$ cat src/rtl/strld_pkg.sv
package strld_pkg;
  localparam int REGIDX_W = 5;
  localparam logic [5:0] OPC_MAJOR = 6'd31;
  localparam logic [9:0] OPC_MINOR = 10'd533;

  typedef enum logic [1:0] {
    ST_IDLE,
    ST_ADDR,
    ST_MEM,
    ST_FIN
  } seq_state_e;

  typedef struct packed {
    logic [REGIDX_W-1:0] dst;
    logic [REGIDX_W-1:0] base;
    logic [REGIDX_W-1:0] idx;
  } op_fields_t;
endpackage

$ cat src/rtl/strld_decode.sv
module strld_decode
  import strld_pkg::*;
(
  input  logic [31:0] instr_i,
  output logic        hit_o,
  output op_fields_t  fld_o
);
  // Bit 0 of the word (most significant) sits at [31] here.
  always_comb begin
    hit_o      = (instr_i[31:26] == OPC_MAJOR) &&
                 (instr_i[10:1]  == OPC_MINOR) &&
                 (instr_i[0] == 1'b0);
    fld_o.dst  = instr_i[25:21];
    fld_o.base = instr_i[20:16];
    fld_o.idx  = instr_i[15:11];
  end
endmodule

$ cat src/rtl/strld_addr.sv
module strld_addr #(
  parameter int XLEN = 32
) (
  input  logic            clk,
  input  logic            rst,
  input  logic            load_i,
  input  logic            base_zero_i,
  input  logic [XLEN-1:0] base_val_i,
  input  logic [XLEN-1:0] idx_val_i,
  input  logic            step_i,
  output logic [XLEN-1:0] addr_o
);
  logic [XLEN-1:0] addr_q;

  always_ff @(posedge clk) begin
    if (rst) begin
      addr_q <= '0;
    end else if (load_i) begin
      addr_q <= (base_zero_i ? '0 : base_val_i) + idx_val_i;
    end else if (step_i) begin
      addr_q <= addr_q + XLEN'(1);
    end
  end

  assign addr_o = addr_q;

  // consecutive bytes come from consecutive addresses
  p_addr_step_r3: assert property (@(posedge clk) disable iff (rst)
    (step_i && !load_i) |=> (addr_q == $past(addr_q) + XLEN'(1)));
endmodule

$ cat src/rtl/strld_pack.sv
module strld_pack #(
  parameter int XLEN = 32
) (
  input  logic            clk,
  input  logic            rst,
  input  logic            clear_i,
  input  logic            byte_vld_i,
  input  logic [7:0]      byte_i,
  input  logic            last_i,
  output logic            word_done_o,
  output logic [XLEN-1:0] word_o
);
  localparam int BPW   = XLEN / 8;
  localparam int POS_W = $clog2(BPW);

  logic [POS_W-1:0] pos_q;
  logic [XLEN-1:0]  acc_q;
  logic [XLEN-1:0]  acc_nx;

  // Lane BPW-1 is the most significant byte and is filled first.
  always_comb begin
    acc_nx = acc_q;
    for (int l = 0; l < BPW; l++) begin
      if (pos_q == POS_W'(BPW - 1 - l)) acc_nx[l*8 +: 8] = byte_i;
    end
  end

  assign word_done_o = byte_vld_i && ((pos_q == POS_W'(BPW - 1)) || last_i);
  assign word_o      = acc_nx;

  always_ff @(posedge clk) begin
    if (rst || clear_i) begin
      pos_q <= '0;
      acc_q <= '0;
    end else if (byte_vld_i) begin
      if (word_done_o) begin
        pos_q <= '0;
        acc_q <= '0;
      end else begin
        pos_q <= pos_q + POS_W'(1);
        acc_q <= acc_nx;
      end
    end
  end

  // each register starts empty after a word is emitted
  p_acc_clear_r5: assert property (@(posedge clk) disable iff (rst)
    word_done_o |=> (acc_q == '0 && pos_q == '0));
endmodule

$ cat src/rtl/strld_seq.sv
module strld_seq
  import strld_pkg::*;
#(
  parameter int XLEN  = 32,
  parameter int CNT_W = 7
) (
  input  logic                clk,
  input  logic                rst,
  input  logic                start_i,
  input  logic [31:0]         instr_i,
  input  logic [CNT_W-1:0]    byte_cnt_i,
  output logic                busy_o,
  output logic                done_o,
  output logic [REGIDX_W-1:0] rf_ra_addr_o,
  input  logic [XLEN-1:0]     rf_ra_data_i,
  output logic [REGIDX_W-1:0] rf_rb_addr_o,
  input  logic [XLEN-1:0]     rf_rb_data_i,
  output logic                rf_we_o,
  output logic [REGIDX_W-1:0] rf_waddr_o,
  output logic [XLEN-1:0]     rf_wdata_o,
  output logic                mem_req_o,
  output logic [XLEN-1:0]     mem_addr_o,
  input  logic                mem_valid_i,
  input  logic [7:0]          mem_data_i
);
  localparam int BPW   = XLEN / 8;
  localparam int POS_W = $clog2(BPW);
  localparam int CW1   = CNT_W + 1;

  seq_state_e          state_q;
  op_fields_t          dec_fld;
  logic                dec_hit;
  logic                accept;
  logic [CNT_W-1:0]    cnt_q;
  logic [REGIDX_W-1:0] cur_q;
  logic [REGIDX_W-1:0] fin_q;
  logic [REGIDX_W-1:0] base_q;
  logic [CW1-1:0]      nreg_w;
  logic [CW1-1:0]      nreg_m1;
  logic                byte_vld;
  logic                last_byte;
  logic                word_done;
  logic [XLEN-1:0]     word;

  strld_decode u_dec (
    .instr_i (instr_i),
    .hit_o   (dec_hit),
    .fld_o   (dec_fld)
  );

  assign accept    = start_i && dec_hit && (state_q == ST_IDLE);
  assign nreg_w    = ({1'b0, byte_cnt_i} + CW1'(BPW - 1)) >> POS_W;
  assign nreg_m1   = nreg_w - CW1'(1);
  assign byte_vld  = (state_q == ST_MEM) && mem_valid_i;
  assign last_byte = (cnt_q == CNT_W'(1));

  strld_addr #(.XLEN(XLEN)) u_addr (
    .clk         (clk),
    .rst         (rst),
    .load_i      (state_q == ST_ADDR),
    .base_zero_i (base_q == '0),
    .base_val_i  (rf_ra_data_i),
    .idx_val_i   (rf_rb_data_i),
    .step_i      (byte_vld),
    .addr_o      (mem_addr_o)
  );

  strld_pack #(.XLEN(XLEN)) u_pack (
    .clk         (clk),
    .rst         (rst),
    .clear_i     (state_q == ST_ADDR),
    .byte_vld_i  (byte_vld),
    .byte_i      (mem_data_i),
    .last_i      (last_byte),
    .word_done_o (word_done),
    .word_o      (word)
  );

  always_ff @(posedge clk) begin
    if (rst) begin
      state_q      <= ST_IDLE;
      cnt_q        <= '0;
      cur_q        <= '0;
      fin_q        <= '0;
      base_q       <= '0;
      busy_o       <= 1'b0;
      done_o       <= 1'b0;
      rf_ra_addr_o <= '0;
      rf_rb_addr_o <= '0;
      rf_we_o      <= 1'b0;
      rf_waddr_o   <= '0;
      rf_wdata_o   <= '0;
      mem_req_o    <= 1'b0;
    end else begin
      rf_we_o   <= 1'b0;
      done_o    <= 1'b0;
      mem_req_o <= 1'b0;
      case (state_q)
        ST_IDLE: begin
          if (accept) begin
            cnt_q        <= byte_cnt_i;
            cur_q        <= dec_fld.dst;
            fin_q        <= dec_fld.dst + nreg_m1[REGIDX_W-1:0];
            base_q       <= dec_fld.base;
            rf_ra_addr_o <= dec_fld.base;
            rf_rb_addr_o <= dec_fld.idx;
            busy_o       <= 1'b1;
            state_q      <= ST_ADDR;
          end
        end
        ST_ADDR: begin
          if (cnt_q == '0) begin
            state_q <= ST_FIN;
          end else begin
            mem_req_o <= 1'b1;
            state_q   <= ST_MEM;
          end
        end
        ST_MEM: begin
          if (mem_valid_i) begin
            cnt_q <= cnt_q - CNT_W'(1);
            if (word_done) begin
              cur_q <= cur_q + REGIDX_W'(1);
              if ((cur_q != base_q) || (cur_q == fin_q)) begin
                rf_we_o    <= 1'b1;
                rf_waddr_o <= cur_q;
                rf_wdata_o <= word;
              end
            end
            if (last_byte) state_q <= ST_FIN;
            else           mem_req_o <= 1'b1;
          end
        end
        default: begin
          busy_o  <= 1'b0;
          done_o  <= 1'b1;
          state_q <= ST_IDLE;
        end
      endcase
    end
  end

  // done is a single pulse with busy already low
  p_done_idle_r9: assert property (@(posedge clk) disable iff (rst)
    done_o |-> !busy_o);
  p_done_pulse_r9: assert property (@(posedge clk) disable iff (rst)
    done_o |=> !done_o);
  // one request pulse per byte, only while busy
  p_req_pulse_r3: assert property (@(posedge clk) disable iff (rst)
    mem_req_o |=> !mem_req_o);
  p_req_busy_r3: assert property (@(posedge clk) disable iff (rst)
    mem_req_o |-> busy_o);
  // register writes happen only inside an operation
  p_we_busy_r4: assert property (@(posedge clk) disable iff (rst)
    rf_we_o |-> busy_o);
  // the base register is written only as the final register
  p_base_skip_r7: assert property (@(posedge clk) disable iff (rst)
    (rf_we_o && rf_waddr_o == base_q) |-> (rf_waddr_o == fin_q));
  // an empty transfer never reaches memory
  p_zero_count_r8: assert property (@(posedge clk) disable iff (rst)
    (state_q == ST_ADDR && cnt_q == '0) |=> (!mem_req_o && !rf_we_o));
endmodule

$ cat config.mk
export PLATFORM = sky130hd
export DESIGN_NAME = strld_seq
export DESIGN_NICKNAME = d
export VERILOG_FILES = /design/src/rtl/strld_pkg.sv /design/src/rtl/strld_decode.sv /design/src/rtl/strld_addr.sv /design/src/rtl/strld_pack.sv /design/src/rtl/strld_seq.sv
export SDC_FILE = /design/constraint.sdc
export NUM_CORES = 1
export LEC_CHECK = 0
export BUFFER_PORTS_ARGS = -buffer_cell sky130_fd_sc_hd__clkbuf_2
export CAP_MARGIN = 20
export CORE_MARGIN = 3
export CORE_UTILIZATION = 55
export DETAILED_ROUTE_END_ITERATION = 12
export PLACE_DENSITY_LB_ADDON = 0.05
export SYNTH_ARGS = -nofsm -noshare
export SYNTH_HDL_FRONTEND = slang
export SYNTH_SLANG_ARGS = --single-unit
$ cat constraint.sdc
create_clock -name clk -period 5.15 [get_ports clk]
set_clock_uncertainty 0.1 [all_clocks]
set_input_delay 0.7725 -clock clk [delete_from_list [all_inputs] [get_ports clk]]
set_output_delay 0.7725 -clock clk [all_outputs]
set_load 0.02 [all_outputs]
==> flow_summary.ini <==
[outcome]
outcome = finished clean

[placed_design]
io_buffers = 197
post-place-ws_ps = 1101
gp_congestion = 0.9513
dp_hpwl_um = 16120
post-place-cells = 1382

[logic_synthesis]
synth_area_leader_cell = dfxtp_1
ys_types = 76
ys_top_cells_by_area = dfxtp_1 32%, ha_1 7.3%, nor2_1 7.2%
ys_ff_latch = 136
ys_top_cells_by_count = 163 x nor2_1, 136 x dfxtp_1, 106 x a21oi_1
synth_top_area_share_pct = 31.96
synth-edff-count = 0
synthCells = 1058
async_reset_ff_share_pct = 0
synth_nets = 1225
yosysMostFrequentCell = nor2_1
avgSynthCellArea_um2 = 8.052
synthFlopType = dfxtp_1
synth_seq_area_share_pct = 31.96
yosys_warnings = 0
syn_area_um2 = 8519

[route]
dr.first_iter.drc_count = 437
drt-total-wl_um = 21730
first_pass_iters = 6
ant_nets = 0
routedWlPerCell_um = 15.35
drc = 0
avgViaCountPerCell = 5.584
vias = 7901

[clocking]
cts_tree = yes
cts.clk_slew.worst_paths_ps = 60
cts_buffers = 17
cts_max_path_buffers = 2
cts_resized = 0
cts_root_buf = clkbuf_16
post-cts-setup-buffers = 0
worst_skew_pair.late_latency_ps = 420
cts.sinks = 136
cts_hold_buf = 0
h-tree-depth = 4

[timing]
drv_slew = 0
relSlewSlack_pct = 30.38
rsz0062_at_grt = false
setup_tns_ps = 0
finalSetupViolations = 0
clock.fmax_ghz = 0.2454
period_needed_ps = 4075
finalHoldViolCount = 0
worst_slack_ps = 1075
fin_crit_sh_pct = 79.12
tightest_slew_ps = 1044

[floorplan]
initial_core_util_pct = 57.31
row_count = 44
die_x_um = 130.5
die_h_um = 130.5
die-area_um2 = 17020
fp.coreArea_um2 = 14860
ios = 198

[flow_run]
max-cap-violations = 0

[global_routing]
grt_pass1_vias = 7169
grt_max_degree = 97
globalRouteOverflowTotal = 0
grt_pass1_wl_um = 34420
grtUsageTotal_pct = 24.95
antenna_found_initial = 0

[pwr]
ir_drop_mv = 0.2418
power.static_leakage_nw = 4.486
power_density_nw_per_um2 = 242.8
power.total_w = 0.002461

[worst_setup_path]
crit_required_ps = 5340
cp_data_arrival_time_ps = 4260
critPathLaunchType = register
worstPathMaxFanout = 31
setup.worst_path.end_class = register
path_class = register to register

[final_layout]
final_cell_count_no_fill = 1415
fin_nets = 1385
area_delta_synth_final_pct = 18.98
diodes = 0
drive_gt1_share_pct = 20.96

[hold_path]
hold_path_class = register to register
[worst max-delay path: stages (launching register included)]
cell and delay (ps):
dfxtp_1 330, or4_1 600, nor2_2 130, buf_4 310, nor2b_1 90, ha_1 210, fa_1 440, a211oi_2 220
o21bai_1 140, a22o_4 250, a211oi_4 370, o311ai_4 180, a221oi_2 290, xor2_1 170, o22ai_1 90
[cell type report]
type                            instances  area, um2
Clock buffer                           18      429.2
Multi-Input combinational cell        833       5433
Clock inverter                         14      172.7
Fill cell                            1295       4728
Inverter                               28      105.1
Sequential cell                       136       2723
Tap cell                              184      230.2
Timing Repair Buffer                  202       1044
[sequential cells by signal, summed over array words and instances (netlist names)]
register / cells
busy_o: 1
done_o: 1
rf_wdata_o: 32
fin_q: 5
u_pack.pos_q: 2
rf_rb_addr_o: 5
u_pack.acc_q: 32
base_q: 5
cnt_q: 7
mem_req_o: 1
rf_we_o: 1
u_addr.addr_o: 32
cur_q: 5
rf_waddr_o: 5
state_q: 2
[per-layer routing]
metal  up-vias  wire, um  GRT usage [%]
met5         -         0              0
met4         0       273          6.957
met3        25      1122          4.187
met2       224     10360          42.09
met1      3646      9969          33.15
li1       4006         -              -
[power by group]
part	internal [W]	switching, W	leakage [nW]
Combinational	0.0000777	0.0000969	3.11
Clock	0.000764	0.000471	0.279
Sequential	0.00105	0.000000165	1.09
[placed cells by master, fill, tap and decap left out, types with 41 or more instances in the layout]
| master | n |
|---|---|
| a21oi_1 | 106 |
| clkbuf_2 | 196 |
| dfxtp_1 | 136 |
| ha_1 | 49 |
| mux2i_1 | 58 |
| nand2_1 | 82 |
| nand3_1 | 50 |
| nor2_1 | 162 |
| nor2b_1 | 41 |
| xnor2_1 | 44 |
[cell families (layout without fill, tap and decap cells)]
| logic type | count (synthesis) | count (layout) | share of synthesized area [%] |
|---|---|---|---|
| simple gates | 422 | 422 | 23.69 |
| mux | 58 | 58 | 6.815 |
| fa+ha+maj | 52 | 52 | 7.813 |
| flops | 136 | 136 | 31.96 |
| buf+inv | 89 | 262 | 4.465 |
| xor+xnor | 74 | 74 | 7.608 |
| compound gates | 227 | 227 | 17.65 |
[metrics by stage]
| stage | util (%) | hold slack (ps) | area (um2) |
|---|---|---|---|
| after global routing | 68.19 | 366.6 | 10140 |
| after detailed placement | 63.97 | 344.5 | 9509 |
| final | 68.19 | 353.6 | 10140 |
| after CTS | 68.02 | 353.8 | 10110 |
| after global placement | 63.97 | 341.0 | 9509 |
| after floorplan | - | 329.1 | 8519 |
[path summary, 6_finish.rpt]
path,from,endpoint,slack (ps),depth (start not counted)
max,base_q[1]$_SDFFE_PP0P_,u_addr.addr_o[28]$_SDFFE_PP0P_,1080,14
min,u_pack.acc_q[13]$_SDFFE_PP0P_,u_pack.acc_q[13]$_SDFFE_PP0P_,350,2
max reg2reg,base_q[1]$_SDFFE_PP0P_,u_addr.addr_o[28]$_SDFFE_PP0P_,1080,14
min reg2reg,u_pack.acc_q[13]$_SDFFE_PP0P_,u_pack.acc_q[13]$_SDFFE_PP0P_,350,2
No activity file was read; power rests on OpenSTA's default activity.
